File: src/rtl/clkout_scaler.sv
module clkout_scaler #(
  parameter int CFG_W      = 18,
  parameter int BYPASS_BIT = 8,
  parameter int EXTRA_BIT  = 17
) (
  input  logic             clk_synth,
  input  logic             rst_n,
  input  logic [3:0]       rate_code,
  input  logic             dsp_en,
  input  logic             codec_en,
  input  logic             cfg_we,
  input  logic [CFG_W-1:0] cfg_wdata,
  output logic             clk_out
);

  logic [CFG_W-1:0] cfg_q;
  logic             en_q;
  logic [1:0]       sh_q;
  logic [1:0]       base_sh;
  logic [1:0]       tgt_sh;
  logic [2:0]       cnt_q;
  logic [3:0]       ratio_q;
  logic [2:0]       half_m1;
  logic             div_q;
  logic             gate_n;

  always_ff @(posedge clk_synth or negedge rst_n)
    if (!rst_n)                cfg_q <= '0;
    else if (cfg_we && dsp_en) cfg_q <= cfg_wdata;

  always_comb begin
    unique case (rate_code)
      4'd3, 4'd4, 4'd5: base_sh = 2'd1;
      4'd6, 4'd7, 4'd8: base_sh = 2'd2;
      default:          base_sh = 2'd0;
    endcase
    if (cfg_q[BYPASS_BIT])     tgt_sh = 2'd0;
    else if (cfg_q[EXTRA_BIT]) tgt_sh = base_sh + 2'd1;
    else                       tgt_sh = base_sh;
  end

  assign ratio_q = 4'd1 << sh_q;
  assign half_m1 = ratio_q[3:1] - 3'd1;

  always_ff @(posedge clk_synth or negedge rst_n)
    if (!rst_n) begin
      en_q  <= 1'b0;
      sh_q  <= 2'd0;
      cnt_q <= '0;
      div_q <= 1'b0;
    end else begin
      en_q <= dsp_en | codec_en;
      if (!en_q) begin
        cnt_q <= '0;
        div_q <= 1'b0;
        sh_q  <= tgt_sh;
      end else if (sh_q == 2'd0 || cnt_q == half_m1) begin
        cnt_q <= '0;
        if (sh_q == 2'd0 || div_q) begin
          div_q <= 1'b0;
          sh_q  <= tgt_sh;
        end else begin
          div_q <= 1'b1;
        end
      end else begin
        cnt_q <= cnt_q + 3'd1;
      end
    end

  always_ff @(negedge clk_synth or negedge rst_n)
    if (!rst_n) gate_n <= 1'b0;
    else        gate_n <= en_q && (sh_q == 2'd0);

  assign clk_out = (clk_synth & gate_n) | div_q;

  AST_OFF_RESETS_DIVIDER: assert property (@(posedge clk_synth) disable iff (!rst_n)
    !en_q |=> (!div_q && cnt_q == 3'd0)) else $error("off state not cleared");
  AST_CFG_LOCKED: assert property (@(posedge clk_synth) disable iff (!rst_n)
    !dsp_en |=> $stable(cfg_q)) else $error("cfg changed without dsp");
  AST_CFG_LOADED: assert property (@(posedge clk_synth) disable iff (!rst_n)
    (cfg_we && dsp_en) |=> cfg_q == $past(cfg_wdata)) else $error("cfg write lost");
  AST_RATIO_AT_WRAP: assert property (@(posedge clk_synth) disable iff (!rst_n)
    (en_q && $past(en_q) && sh_q != $past(sh_q)) |-> ($past(sh_q) == 2'd0 || $past(div_q)))
    else $error("ratio changed mid period");
  AST_HALF_BOUND: assert property (@(posedge clk_synth) disable iff (!rst_n)
    (en_q && sh_q != 2'd0) |-> cnt_q <= half_m1) else $error("counter overran half period");
  AST_UNITY_NO_TOGGLE: assert property (@(posedge clk_synth) disable iff (!rst_n)
    (sh_q == 2'd0) |-> !div_q) else $error("toggle active in pass-through");

endmodule

File: config.mk
export PLATFORM = sky130hd
export DESIGN_NAME = clkout_scaler
export DESIGN_NICKNAME = d
export VERILOG_FILES = /design/src/rtl/clkout_scaler.sv
export SDC_FILE = /design/constraint.sdc
export NUM_CORES = 1
export LEC_CHECK = 0
export BUFFER_PORTS_ARGS = -buffer_cell sky130_fd_sc_hd__buf_2
export CAP_MARGIN = 20
export CORE_MARGIN = 2
export CORE_UTILIZATION = 38
export CTS_BUF_LIST = sky130_fd_sc_hd__clkbuf_16
export DETAILED_ROUTE_END_ITERATION = 10
export PLACE_DENSITY = 0.73
export SLEW_MARGIN = 10
export SYNTH_ARGS = -nofsm -noshare
export SYNTH_HDL_FRONTEND = slang
export SYNTH_SLANG_ARGS = --single-unit
File: constraint.sdc
create_clock -name clk_synth -period 1.5 [get_ports clk_synth]
set_input_delay 0.375 -clock clk_synth [delete_from_list [all_inputs] [get_ports clk_synth]]
set_output_delay 0.375 -clock clk_synth [all_outputs]
set_load 0.01 [all_outputs]
# Word-level counts from Yosys, hierarchy flattened
# Index checks and enable logic that the tools add are counted.
# totals
reg_bits	26
inputBits	27
output_inout_bits	1
wordCells	41
# classes
addsub	3
eq_ne	9
n_shift	1
muxes	11
bitwise_logic	3
reduce_logical	8
# ops
cell	count
== test 4 x 3 -> 1 bit (second input constant)	4
2-to-1 mux 2 bit	5
2-to-1 mux 3 bit	2
OR reduction 3 bit	2
== test 4 x 2 -> 1 bit (second input constant)	1
== test 4 bit (second input constant)	1
inequality test 2 x 1 -> 1 bit (second input constant)	2
one-hot mux 2 bit (2 select lines)	1
left shift 1 x 2 -> 4 bit (first input constant)	1
adder 3 x 1 -> 3 bit (second input constant)	1
== test 3 bit	1
2-to-1 mux 1 bit	3
subtractor 3 x 1 -> 3 bit (second input constant)	1
adder 2 x 1 -> 2 bit (second input constant)	1
logical AND 1 bit	2
zero test 2 bit	1
logical OR 1 bit	2
bitwise OR 1 bit	2
AND reduction 2 bit	1
AND 1 bit	1

# Longest topological paths before layout
# Gate-level depths: netlist (run 1).
# depth
ltp_word	9
ltp_mapped	6
mapped_depth_nobuf	6

==> impl_table.tex, run 1 <==
\begin{tabular}{lr}
\hline
Metric & Value \\
\hline
\multicolumn{2}{l}{\textbf{Floorplan}} \\
Chip Height & 41.67 µm \\
Die span in x & 41.67 µm \\
Die area & 1736 µm² \\
Number of standard-cell rows in the floorplan & 13 \\
Starting density of the core & 0.4093 \\
Number of primary I/O pins & 28 \\
Core region area & 1318 µm² \\
\multicolumn{2}{l}{\textbf{Drt}} \\
ANT nets after route & 0 \\
Final routed wirelength across all metal layers & 1.373 mm \\
Per-cell routed wire length & 14.15 µm \\
First-iteration detailed-routing DRC count & 3 \\
Via count & 470 \\
Routed vias/inst & 4.845 \\
DRC violations left & 0 \\
First drt pass iteration count & 4 \\
\multicolumn{2}{l}{\textbf{Global routing}} \\
Leftover overflow at the end of global routing & 0 \\
Wire length of the first global-routing pass & 2.125 mm \\
Number of antenna violations at the first check in global routing & 0 \\
GR Util All Layers & 0.1821 \\
Pin count of the biggest net entering global routing & 10 \\
Number of global-route vias before repair & 521 \\
\multicolumn{2}{l}{\textbf{Worst setup path}} \\
Arrival time at the worst endpoint & 1750 ps \\
Crit-path max FO & 1 \\
CP Launch Type & flop \\
Crit path launch & gate\_n \\
Data required, critical path & 1120 ps \\
Critical register-to-register path startpoint & sh\_q[1] \\
Setup crit end kind & output port \\
Startpoint-to-endpoint class of the critical path & flop to output port \\
\multicolumn{2}{l}{\textbf{Timing}} \\
Final Skew & 51.97 ps \\
Tightest Pin Transition & 323.3 ps \\
Smallest hold slack & 210.3 ps \\
Setup slack of the critical path after layout & -621.2 ps \\
RSZ-0062 raised after global routing & yes \\
Number of slew-limit violations in the final report & 0 \\
Final number of setup-violating endpoints & 5 \\
Max-slew headroom & 0.7829 \\
Hold violation count in the final report & 0 \\
\multicolumn{2}{l}{\textbf{Synthesis}} \\
Total nets after synthesis & 81 \\
Netlist cell types & 20 \\
Count of mapped cells out of synthesis & 49 \\
Flip-flop and latch count after synthesis & 10 \\
Number of warnings reported in the yosys synthesis log & 0 \\
Cell area after synthesis & 539.3 µm² \\
Mapped Avg Cell Area & 11.01 µm² \\
Post-synthesis sequential area ratio & 0.4640 \\
\multicolumn{2}{l}{\textbf{Status}} \\
Outcome & complete, but fails checks \\
Failing checks & negative setup slack \\
\multicolumn{2}{l}{\textbf{Place}} \\
Number of buffers added on ports & 11 \\
Detailed placement HPWL & 765.6 µm \\
Worst slack at placement & -196.9 ps \\
Final GP Congestion & 0.7114 \\
Placed instance area & 675.6 µm² \\
\multicolumn{2}{l}{\textbf{Clocking}} \\
Insertion delay of the later-clocked pin in the worst-skew pair & 400 ps \\
TritonCTS clock tree & yes \\
Clock Pin Slew Worst Setup and Hold Paths & 40 ps \\
\multicolumn{2}{l}{\textbf{Power and ir drop}} \\
Maximum vdd drop & 1.014 mV \\
Post-layout power & 0.001767 W \\
Static Leakage & 0.4668 nW \\
Power density cells & 1820 nW/µm² \\
\multicolumn{2}{l}{\textbf{Layout}} \\
Nets & 115 \\
ANT cells & 0 \\
Most frequent cells in the layout & buf\_2, buf\_4, dfrtp\_1, nor2\_1, clkbuf\_16 \\
Synth-to-layout area growth & 80.05\% \\
Finished layout cell area & 970.9 µm² \\
Share of post-route cells with drive strength above 1 & 0.5732 \\
\multicolumn{2}{l}{\textbf{Min path}} \\
Start point of the worst min-delay path & codec\_en \\
Kind of path behind the tightest hold check & input pin to flop \\
\multicolumn{2}{l}{\textbf{Run}} \\
Number of max-cap violations & 0 \\
\hline
\end{tabular}
critical path, cell delays in order (launching register included):
cell	delay (ps)
dfrtn_1	320
a21o_1	140
buf_2	130
area by class of cell:
class                           instances  area, µm²
Sequential cell                        10      250.2
Inverter                                4      15.01
Fill cell                              78      346.6
Tap cell                               15      18.77
Multi-Input combinational cell         35      351.6
Clock buffer                            7      155.1
Timing Repair Buffer                   25      176.4
Clock inverter                          1      3.754
per-layer routing:
metal | vias up | track usage | wire length [µm]
met3 | 6 | 0.1087 | 68
met4 | 0 | 0.1355 | 47
met2 | 14 | 0.3188 | 803
li1 | 230 | - | -
met5 | - | 0 | 0
met1 | 220 | 0.1433 | 453
stage by stage:
| stage | cells | TNS, ps | utilization |
|---|---|---|---|
| finish | 97 | -997.0 | 0.7369 |
| global route | 97 | -1374 | 0.7369 |
| CTS | 95 | -825.7 | 0.7085 |
| floorplan | 49 | -209.6 | - |
| detailed placement | 83 | -603.8 | 0.5128 |
| global placement | 83 | -466.4 | 0.5128 |
path summary, 6_finish.rpt:
kind,to,slack (ps),depth (start not counted)
setup reg to reg,sh_q[0],-110,6
hold reg to reg,cnt_q[0],530,1
setup / recovery,clk_out,-620,2
hold / removal,en_q,210,2
min in group asynchronous,cnt_q[1],490,3
max in group asynchronous,gate_n,450,2
logic make-up after synthesis:
| group | Yosys count | share of synthesized area |
|---|---|---|
| AND/OR/NAND/NOR | 15 | 0.1346 |
| flip-flops | 10 | 0.4640 |
| AO/OA/AOI/OAI | 7 | 0.1184 |
| XOR/XNOR | 6 | 0.09747 |
| adder cells (fa/ha/maj) | 5 | 0.1160 |
| buffers and inverters | 4 | 0.02783 |
| multiplexers | 2 | 0.04176 |
flip-flops by register name, summed over array words and instances, names as in the netlist:
name    flops
cfg_q       2
div_q       1
cnt_q       3
sh_q        2
gate_n      1
en_q        1
power by group:
part / switching, W / leakage (nW) / internal [W] / total, W
clock: 0.000199 / 0.0893 / 0.000715 / 0.000914
combinational: 0.000225 / 0.251 / 0.000260 / 0.000485
sequential: 0.0000456 / 0.127 / 0.000322 / 0.000367
total: 0.000470 / 0.467 / 0.00130 / 0.00177
what timing repair did:
| action | 4_1_cts | 5_1_grt |
|---|---|---|
| endpoints found under the setup margin | 4 | 8 |
| hold endpoints to repair | 9 | 0 |
| buffers inserted | 4 | 2 |
| hold buffers | 1 | 0 |
| pin swaps | 3 | 4 |
| gates resized for setup | 11 | 5 |
Yosys cell counts, drive strengths merged:
cell type | n | area, µm²
mux2 | 2 | 22.52
or2 | 1 | 6.260
a41oi | 1 | 8.760
xor2 | 3 | 26.28
ha | 5 | 62.56
nor2 | 7 | 26.28
a31oi | 1 | 6.260
xnor2 | 3 | 26.28
dfrtp | 9 | 225.2
nand2 | 2 | 7.510
and2 | 1 | 6.260
o31ai | 1 | 7.510
nand3 | 1 | 5.000
a32oi | 1 | 16.27
nand2b | 2 | 12.51
a21o | 1 | 7.510
dfrtn | 1 | 25.02
nor4b | 1 | 8.760
a22o | 2 | 17.52
inv | 4 | 15.01
(Power assumes the default switching activity.)
==> run 2: changes to the inputs <==
- CTS_BUF_LIST: sky130_fd_sc_hd__clkbuf_16 -> default
- CTS_CLUSTER_SIZE: default -> 28
==> run 2 against run 1 <==
The run still ends with negative setup slack left. Final cell count is the same. Utilization shrank 3.0 points. Largest cell class unchanged. Largest power group is now combinational cells. Clock power shrank 54%. Total power shrank 20%. Sequential share of layout area grew 1.1 points. Global-route usage shrank 0.32 points. Non-clock buffer count is the same.
==> impl_table.tex, run 2 (same netlist as run 1, synthesis figures left out) <==
\begin{tabular}{lr}
\hline
Metric & Value \\
\hline
\multicolumn{2}{l}{\textbf{Timing}} \\
Total negative slack for setup checks & -873.4 ps (+123.6 ps) \\
Final number of setup-violating endpoints & 5 (unchanged) \\
Max-slew headroom & 0.7909 (+0.008025) \\
Final Skew & 19.86 ps (-32.11 ps) \\
Setup slack of the critical path after layout & -626.0 ps (-4.796 ps) \\
RSZ-0062 raised after global routing & yes \\
Tightest Pin Transition & 312.0 ps (-11.25 ps) \\
Hold violation count in the final report & 0 (unchanged) \\
Smallest hold slack & 188.6 ps (-21.74 ps) \\
Number of slew-limit violations in the final report & 0 (unchanged) \\
\multicolumn{2}{l}{\textbf{Layout}} \\
Most frequent cells in the layout & buf\_2, buf\_4, dfrtp\_1, clkbuf\_4, nor2\_1 \\
Finished layout cell area & 930.9 µm² (-4.1\%) \\
Leading cell type in the layout, fill and taps excluded & buf\_2 \\
Share of post-route cells with drive strength above 1 & 0.6098 (+0.03659) \\
Total area of multi-input combinational cells & 402.9 µm² (+15\%) \\
Nets & 115 (unchanged) \\
Sequential standard cell area & 250.2 µm² (unchanged) \\
Synth-to-layout area growth & 72.62\% \\
Max FFs per register & 3 (unchanged) \\
ANT cells & 0 (unchanged) \\
Registers with the most flip-flops & cnt\_q x3, cfg\_q x2, sh\_q x2 \\
Count of fill cells added during filler insertion & 90 (+15\%) \\
Top register by number of flip-flops & cnt\_q \\
\multicolumn{2}{l}{\textbf{Power and ir drop}} \\
Power density cells & 1523 nW/µm² (-16\%) \\
Maximum vdd drop & 0.7417 mV (-27\%) \\
Post-layout power & 0.001418 W (-20\%) \\
Static Leakage & 0.4412 nW (-5.5\%) \\
\multicolumn{2}{l}{\textbf{Place}} \\
Number of buffers added on ports & 11 (unchanged) \\
Placed instance area & 675.6 µm² (unchanged) \\
Final GP Congestion & 0.7114 (unchanged) \\
Detailed placement HPWL & 765.6 µm (unchanged) \\
\multicolumn{2}{l}{\textbf{Min path}} \\
Kind of path behind the tightest hold check & input pin to flop \\
Hold-critical path depth & 2 (unchanged) \\
Start point of the worst min-delay path & codec\_en \\
\multicolumn{2}{l}{\textbf{Floorplan}} \\
Number of standard-cell rows in the floorplan & 13 (unchanged) \\
Chip Height & 41.67 µm (unchanged) \\
Core region area & 1318 µm² (unchanged) \\
Die area & 1736 µm² (unchanged) \\
Number of primary I/O pins & 28 (unchanged) \\
Starting density of the core & 0.4093 (unchanged) \\
Die span in x & 41.67 µm (unchanged) \\
\multicolumn{2}{l}{\textbf{Global routing}} \\
Wire length of the first global-routing pass & 2.139 mm (+0.66\%) \\
Number of antenna violations at the first check in global routing & 0 (unchanged) \\
Number of global-route vias before repair & 510 (-2.1\%) \\
Pin count of the biggest net entering global routing & 10 (unchanged) \\
Leftover overflow at the end of global routing & 0 (unchanged) \\
GR Util All Layers & 0.1790 (-0.003154) \\
\multicolumn{2}{l}{\textbf{Drt}} \\
Routed vias/inst & 4.948 (+2.1\%) \\
DRC violations left & 0 (unchanged) \\
First-iteration detailed-routing DRC count & 3 (unchanged) \\
Final routed wirelength across all metal layers & 1.312 mm (-4.4\%) \\
Via count & 480 (+2.1\%) \\
First drt pass iteration count & 4 (unchanged) \\
ANT nets after route & 0 (unchanged) \\
Per-cell routed wire length & 13.53 µm (-4.4\%) \\
\multicolumn{2}{l}{\textbf{Clocking}} \\
Insertion delay of the later-clocked pin in the worst-skew pair & 390 ps (about the same) \\
TritonCTS clock tree & yes \\
Clock Pin Slew Worst Setup and Hold Paths & 70 ps (+30 ps) \\
\multicolumn{2}{l}{\textbf{Status}} \\
Failing checks & negative setup slack \\
Outcome & complete, but fails checks \\
\multicolumn{2}{l}{\textbf{Worst setup path}} \\
R2R depth & 3 (-3) \\
Arrival time at the worst endpoint & 1750 ps (about the same) \\
Startpoint-to-endpoint class of the critical path & flop to output port \\
Crit-path max FO & 1 (unchanged) \\
Critical register-to-register path startpoint & sh\_q[1] \\
Setup crit end kind & output port \\
Register-to-register setup slack & -90 ps (+20 ps) \\
CP Launch Type & flop \\
Data required, critical path & 1120 ps (about the same) \\
Crit path launch & gate\_n \\
\multicolumn{2}{l}{\textbf{Run}} \\
Number of max-cap violations & 0 (unchanged) \\
\hline
\end{tabular}
==> run 2: changes by cell type in the layout (fill, tap and decap cells not counted), moves of 2 or more <==
cell / change
clkbuf_16: -6
clkbuf_4: +6
xor2_2: -2
xor2_4: +2
==> run 2: worst paths after layout <==
kind / to
max in group asynchronous: gate_n
worst min-delay path: en_q
min in group asynchronous: cnt_q[2]
worst max register to register: gate_n
worst max-delay path: clk_out
worst min register to register: cfg_q[8]
==> run 2: metal layers <==
layer | vias up | part of all wire | global-route usage
met5 | - | 0 | 0
met4 | 0 | 0.032 | 0.1548
met3 | 5 | 0.043 | 0.09565
met2 | 15 | 0.60 | 0.3000
met1 | 227 | 0.33 | 0.1500
li1 | 233 | - | -
==> run 2: report_power, final <==
| group | total (W) | internal, W | leakage [nW] | switching, W |
|---|---|---|---|---|
| Sequential | 0.000376 | 0.000320 | 0.127 | 0.0000558 |
| Clock | 0.000423 | 0.000263 | 0.0485 | 0.000160 |
| Combinational | 0.000619 | 0.000335 | 0.266 | 0.000284 |
| Total | 0.00142 | 0.000918 | 0.441 | 0.000500 |
==> run 2: stage by stage <==
stage | setup WS [ps] | utilization | instances
5_1_grt | -664.2 | 0.7066 | 97
6_report | -626.0 | 0.7066 | 97
4_1_cts | -635.3 | 0.6448 | 96
2_1_floorplan | -128.0 | - | 49
3_3_place_gp | -197.3 | 0.5128 | 83
3_5_place_dp | -196.9 | 0.5128 | 83
==> run 2: repair_timing <==
action	in CTS	in global routing
hold buffers	1	0
pin swaps	4	2
buffers inserted	5	1
setup endpoints to repair	4	8
endpoints found under the hold margin	9	0
gates resized for setup	12	11
==> run 2: cell type report <==
type,count,share of cell area
clock buffer,8,0.06855
inverter,4,0.01613
multi-input combinational,35,0.4328
sequential,10,0.2688
tap,15,0.02016
timing repair buffer,25,0.1935
==> run 2: critical path, cell delays in order (launching register included) <==
cell	delay (ps)
dfrtn_1	390
a21o_1	100
buf_2	120
==> run 3: changes to the inputs <==
- ABC_AREA: default -> 1
- CORE_UTILIZATION: 38 -> 39
- RECOVER_POWER: default -> 100
==> run 3 against run 2 <==
The run still ends with negative setup slack left. Die area up 6.3%. Setup slack gained 14 ps. Sequential power grew 7.4%. Critical endpoint unchanged. Largest cell class unchanged. Sequential cell count unchanged. Worst hold slack gained 4.0 ps. Utilization shrank 9.9 points. Clock power is 6.4% higher. Clock-buffer cell count unchanged. Global-route usage is 0.48 points lower.
==> impl_table.tex, run 3 <==
\begin{tabular}{lr}
\hline
Metric & Value \\
\hline
\multicolumn{2}{l}{\textbf{Worst setup path}} \\
Critical path cell sequence & nand2\_2 > nand2\_2 > buf\_6 \\
Highest-delay cell along the critical path & dfrtn\_1 \\
CP Launch Type & flop \\
Startpoint-to-endpoint class of the critical path & flop to output port \\
Biggest cell delay along the critical path & 410 ps (+20 ps) \\
Setup crit end kind & output port \\
Data required, critical path & 1120 ps (about the same) \\
Arrival time at the worst endpoint & 1740 ps (about the same) \\
Top cell by count, worst path & nand2\_2 \\
Cell family contributing the most delay on the critical path & flip-flops \\
Crit-path max FO & 1 (unchanged) \\
Count of buffering cells on the critical path with inverters included & 1 (unchanged) \\
\multicolumn{2}{l}{\textbf{Layout}} \\
Top register by number of flip-flops & cnt\_q \\
Registers with the most flip-flops & cnt\_q x3, cfg\_q x2, sh\_q x2 \\
Count of fill cells added during filler insertion & 131 (+46\%) \\
Most frequent cells in the layout & nand2\_1, inv\_1, dfrtp\_1, buf\_2, nor2\_1 \\
Nets & 143 (+24\%) \\
Max FFs per register & 3 (unchanged) \\
Finished layout cell area & 893.4 µm² (-4.0\%) \\
ANT cells & 0 (unchanged) \\
Synth-to-layout area growth & 50.95\% \\
Sequential standard cell area & 250.2 µm² (unchanged) \\
Leading cell type in the layout, fill and taps excluded & nand2\_1 \\
Post-layout instance count excluding filler cells & 126 (+30\%) \\
Share of post-route cells with drive strength above 1 & 0.4091 (-0.2007) \\
Total area of multi-input combinational cells & 347.8 µm² (-14\%) \\
\multicolumn{2}{l}{\textbf{Global routing}} \\
Number of global-route vias before repair & 617 (+21\%) \\
Pin count of the biggest net entering global routing & 10 (unchanged) \\
Leftover overflow at the end of global routing & 0 (unchanged) \\
Wire length of the first global-routing pass & 2.297 mm (+7.4\%) \\
Number of antenna violations at the first check in global routing & 0 (unchanged) \\
GR Util All Layers & 0.1742 (-0.004813) \\
\multicolumn{2}{l}{\textbf{Synthesis}} \\
Fraction of post-synthesis cell area in the top cell type by area & 0.3805 (-0.03708) \\
Cell types with the largest area share after synthesis & dfrtp\_1, nand2\_1, ha\_1 \\
Top flip-flop cell by instance count after synthesis & dfrtp\_1 \\
Post-synthesis sequential area ratio & 0.4228 (-0.04120) \\
Cell area after synthesis & 591.8 µm² (+9.7\%) \\
Count of mapped cells out of synthesis & 81 (+65\%) \\
Flip-flop and latch count after synthesis & 10 (unchanged) \\
Most area-hungry cell type in the Yosys netlist & dfrtp\_1 \\
Total nets after synthesis & 113 (+40\%) \\
Post-synthesis async set-or-reset flop share & 1.000 (unchanged) \\
Mapped Avg Cell Area & 7.306 µm² (-34\%) \\
Number of enable-type register cells in the synthesized netlist & 0 (unchanged) \\
Number of warnings reported in the yosys synthesis log & 0 (unchanged) \\
Netlist cell types & 15 (-25\%) \\
Leading cell types by count after synthesis & nand2\_1, inv\_1, nor2\_1 \\
Most numerous cell in the Yosys netlist & nand2\_1 \\
\multicolumn{2}{l}{\textbf{Power and ir drop}} \\
Maximum vdd drop & 1.178 mV (+59\%) \\
Power density cells & 2005 nW/µm² (+32\%) \\
Static Leakage & 0.4788 nW (+8.5\%) \\
\multicolumn{2}{l}{\textbf{Place}} \\
Placed cells & 114 (+37\%) \\
Worst slack at placement & -196.0 ps (+0.9040 ps) \\
Final GP Congestion & 0.7157 (+0.60\%) \\
Number of buffers added on ports & 11 (unchanged) \\
Detailed placement HPWL & 928.4 µm (+21\%) \\
Placed instance area & 716.9 µm² (+6.1\%) \\
\multicolumn{2}{l}{\textbf{Floorplan}} \\
Chip Height & 42.96 µm (+3.1\%) \\
Number of standard-cell rows in the floorplan & 14 (+1) \\
Number of primary I/O pins & 28 (unchanged) \\
Die span in x & 42.96 µm (+3.1\%) \\
Core region area & 1471 µm² (+12\%) \\
Die area & 1845 µm² (+6.3\%) \\
Starting density of the core & 0.4022 (-0.007095) \\
\multicolumn{2}{l}{\textbf{Timing}} \\
Total negative slack for setup checks & -996.8 ps (-123.4 ps) \\
Tightest Pin Transition & 482.1 ps (+170.1 ps) \\
Smallest hold slack & 192.5 ps (+3.971 ps) \\
Hold violation count in the final report & 0 (unchanged) \\
Final number of setup-violating endpoints & 9 (+4) \\
RSZ-0062 raised after global routing & yes \\
Max-slew headroom & 0.6786 (-0.1124) \\
Number of slew-limit violations in the final report & 0 (unchanged) \\
Setup slack of the critical path after layout & -611.5 ps (+14.47 ps) \\
Final Skew & 18.10 ps (-1.761 ps) \\
\multicolumn{2}{l}{\textbf{Status}} \\
Outcome & complete, but fails checks \\
Failing checks & negative setup slack \\
\multicolumn{2}{l}{\textbf{Clocking}} \\
Clock Pin Slew Worst Setup and Hold Paths & 70 ps (about the same) \\
Insertion delay of the later-clocked pin in the worst-skew pair & 380 ps (about the same) \\
TritonCTS clock tree & yes \\
\multicolumn{2}{l}{\textbf{Drt}} \\
Per-cell routed wire length & 11.22 µm (-17\%) \\
Met3 wire length & 58 µm (+3.6\%) \\
First-iteration detailed-routing DRC count & 13 (+10) \\
Final routed wirelength across all metal layers & 1.414 mm (+7.8\%) \\
Highest layer used for signal routing & met3 \\
DRC violations left & 0 (unchanged) \\
ANT nets after route & 0 (unchanged) \\
Routed length on met1 & 533 µm (+24\%) \\
First drt pass iteration count & 4 (unchanged) \\
Routed met2 length & 822 µm (+5.1\%) \\
Via count & 588 (+23\%) \\
Routed vias/inst & 4.667 (-5.7\%) \\
\multicolumn{2}{l}{\textbf{Run}} \\
Number of max-cap violations & 0 (unchanged) \\
\multicolumn{2}{l}{\textbf{Min path}} \\
Kind of path behind the tightest hold check & input pin to flop \\
\hline
\end{tabular}
[run 3: changes by cell type after synthesis, moves of 2 or more]
cell      previous run  this run
inv_1                4        14
a21oi_1              0         4
a22o_1               2         0
nand2_2              0         2
nand2b_1             2         0
mux2_2               2         0
xor2_1               3         0
nand2_1              2        24
nor2_1               7        13
[run 3: path summary, 6_finish.rpt]
check / startpoint / endpoint / slack [ps] / depth (start not counted)
setup / recovery: gate_n / clk_out / -610 / 3
hold / removal: codec_en / en_q / 190 / 2
setup reg to reg: sh_q[1] / sh_q[1] / -90 / 11
hold reg to reg: cnt_q[0] / cnt_q[0] / 510 / 1
max in group asynchronous: rst_n / gate_n / 400 / 2
min in group asynchronous: rst_n / cnt_q[1] / 620 / 3
[run 3: worst reg2reg max path: stages, from the launching register on]
cell     delay (ps)
dfrtp_1         400
inv_2           100
buf_6           110
ha_4            210
nand2_2          70
inv_2            40
nor2_4          100
nand3_2         110
nand2_2         150
nand2_2          70
nand2_1          60
nand2_1          50
[run 3: cell type report]
type | count | area share
tap | 16 | 0.02241
multi-input combinational | 56 | 0.3894
timing repair buffer | 21 | 0.1667
sequential | 10 | 0.2801
inverter | 15 | 0.06303
clock buffer | 8 | 0.07843
[run 3: metrics by stage]
stage	power, W	utilization
final	0.001791	0.6071
after global routing	0.001904	0.6071
after CTS	0.001574	0.5808
after detailed placement	0.001001	0.4872
after global placement	0.0009634	0.4872
after floorplan	0.0007675	-
[run 3: metal layers]
metal | up-vias | GRT usage
met2 | 18 | 0.3182
met3 | 0 | 0.04681
li1 | 298 | -
met5 | - | 0
met4 | 0 | 0.09697
met1 | 272 | 0.1752
[run 3: power by group]
| part | switching [W] | internal [W] | leakage (nW) |
|---|---|---|---|
| sequential | 0.0000618 | 0.000342 | 0.125 |
| clock | 0.000158 | 0.000292 | 0.0490 |
| combinational | 0.000458 | 0.000479 | 0.305 |
| total | 0.000678 | 0.00111 | 0.479 |
[run 3: cell families after synthesis]
| kind of cell | share of synthesized area |
|---|---|
| flip-flops | 0.4228 |
| AND/OR/NAND/NOR | 0.3045 |
| AO/OA/AOI/OAI | 0.04228 |
| XOR/XNOR | 0.02960 |
| buffers and inverters | 0.09513 |
| adder cells (fa/ha/maj) | 0.1057 |
[run 3: what timing repair did]
item / CTS / global route
buffers inserted: 3 / 1
hold endpoints to repair: 9 / 0
hold buffers: 1 / 0
pin swaps: 6 / 8
resized for setup: 10 / 12
endpoints found under the setup margin: 9 / 9
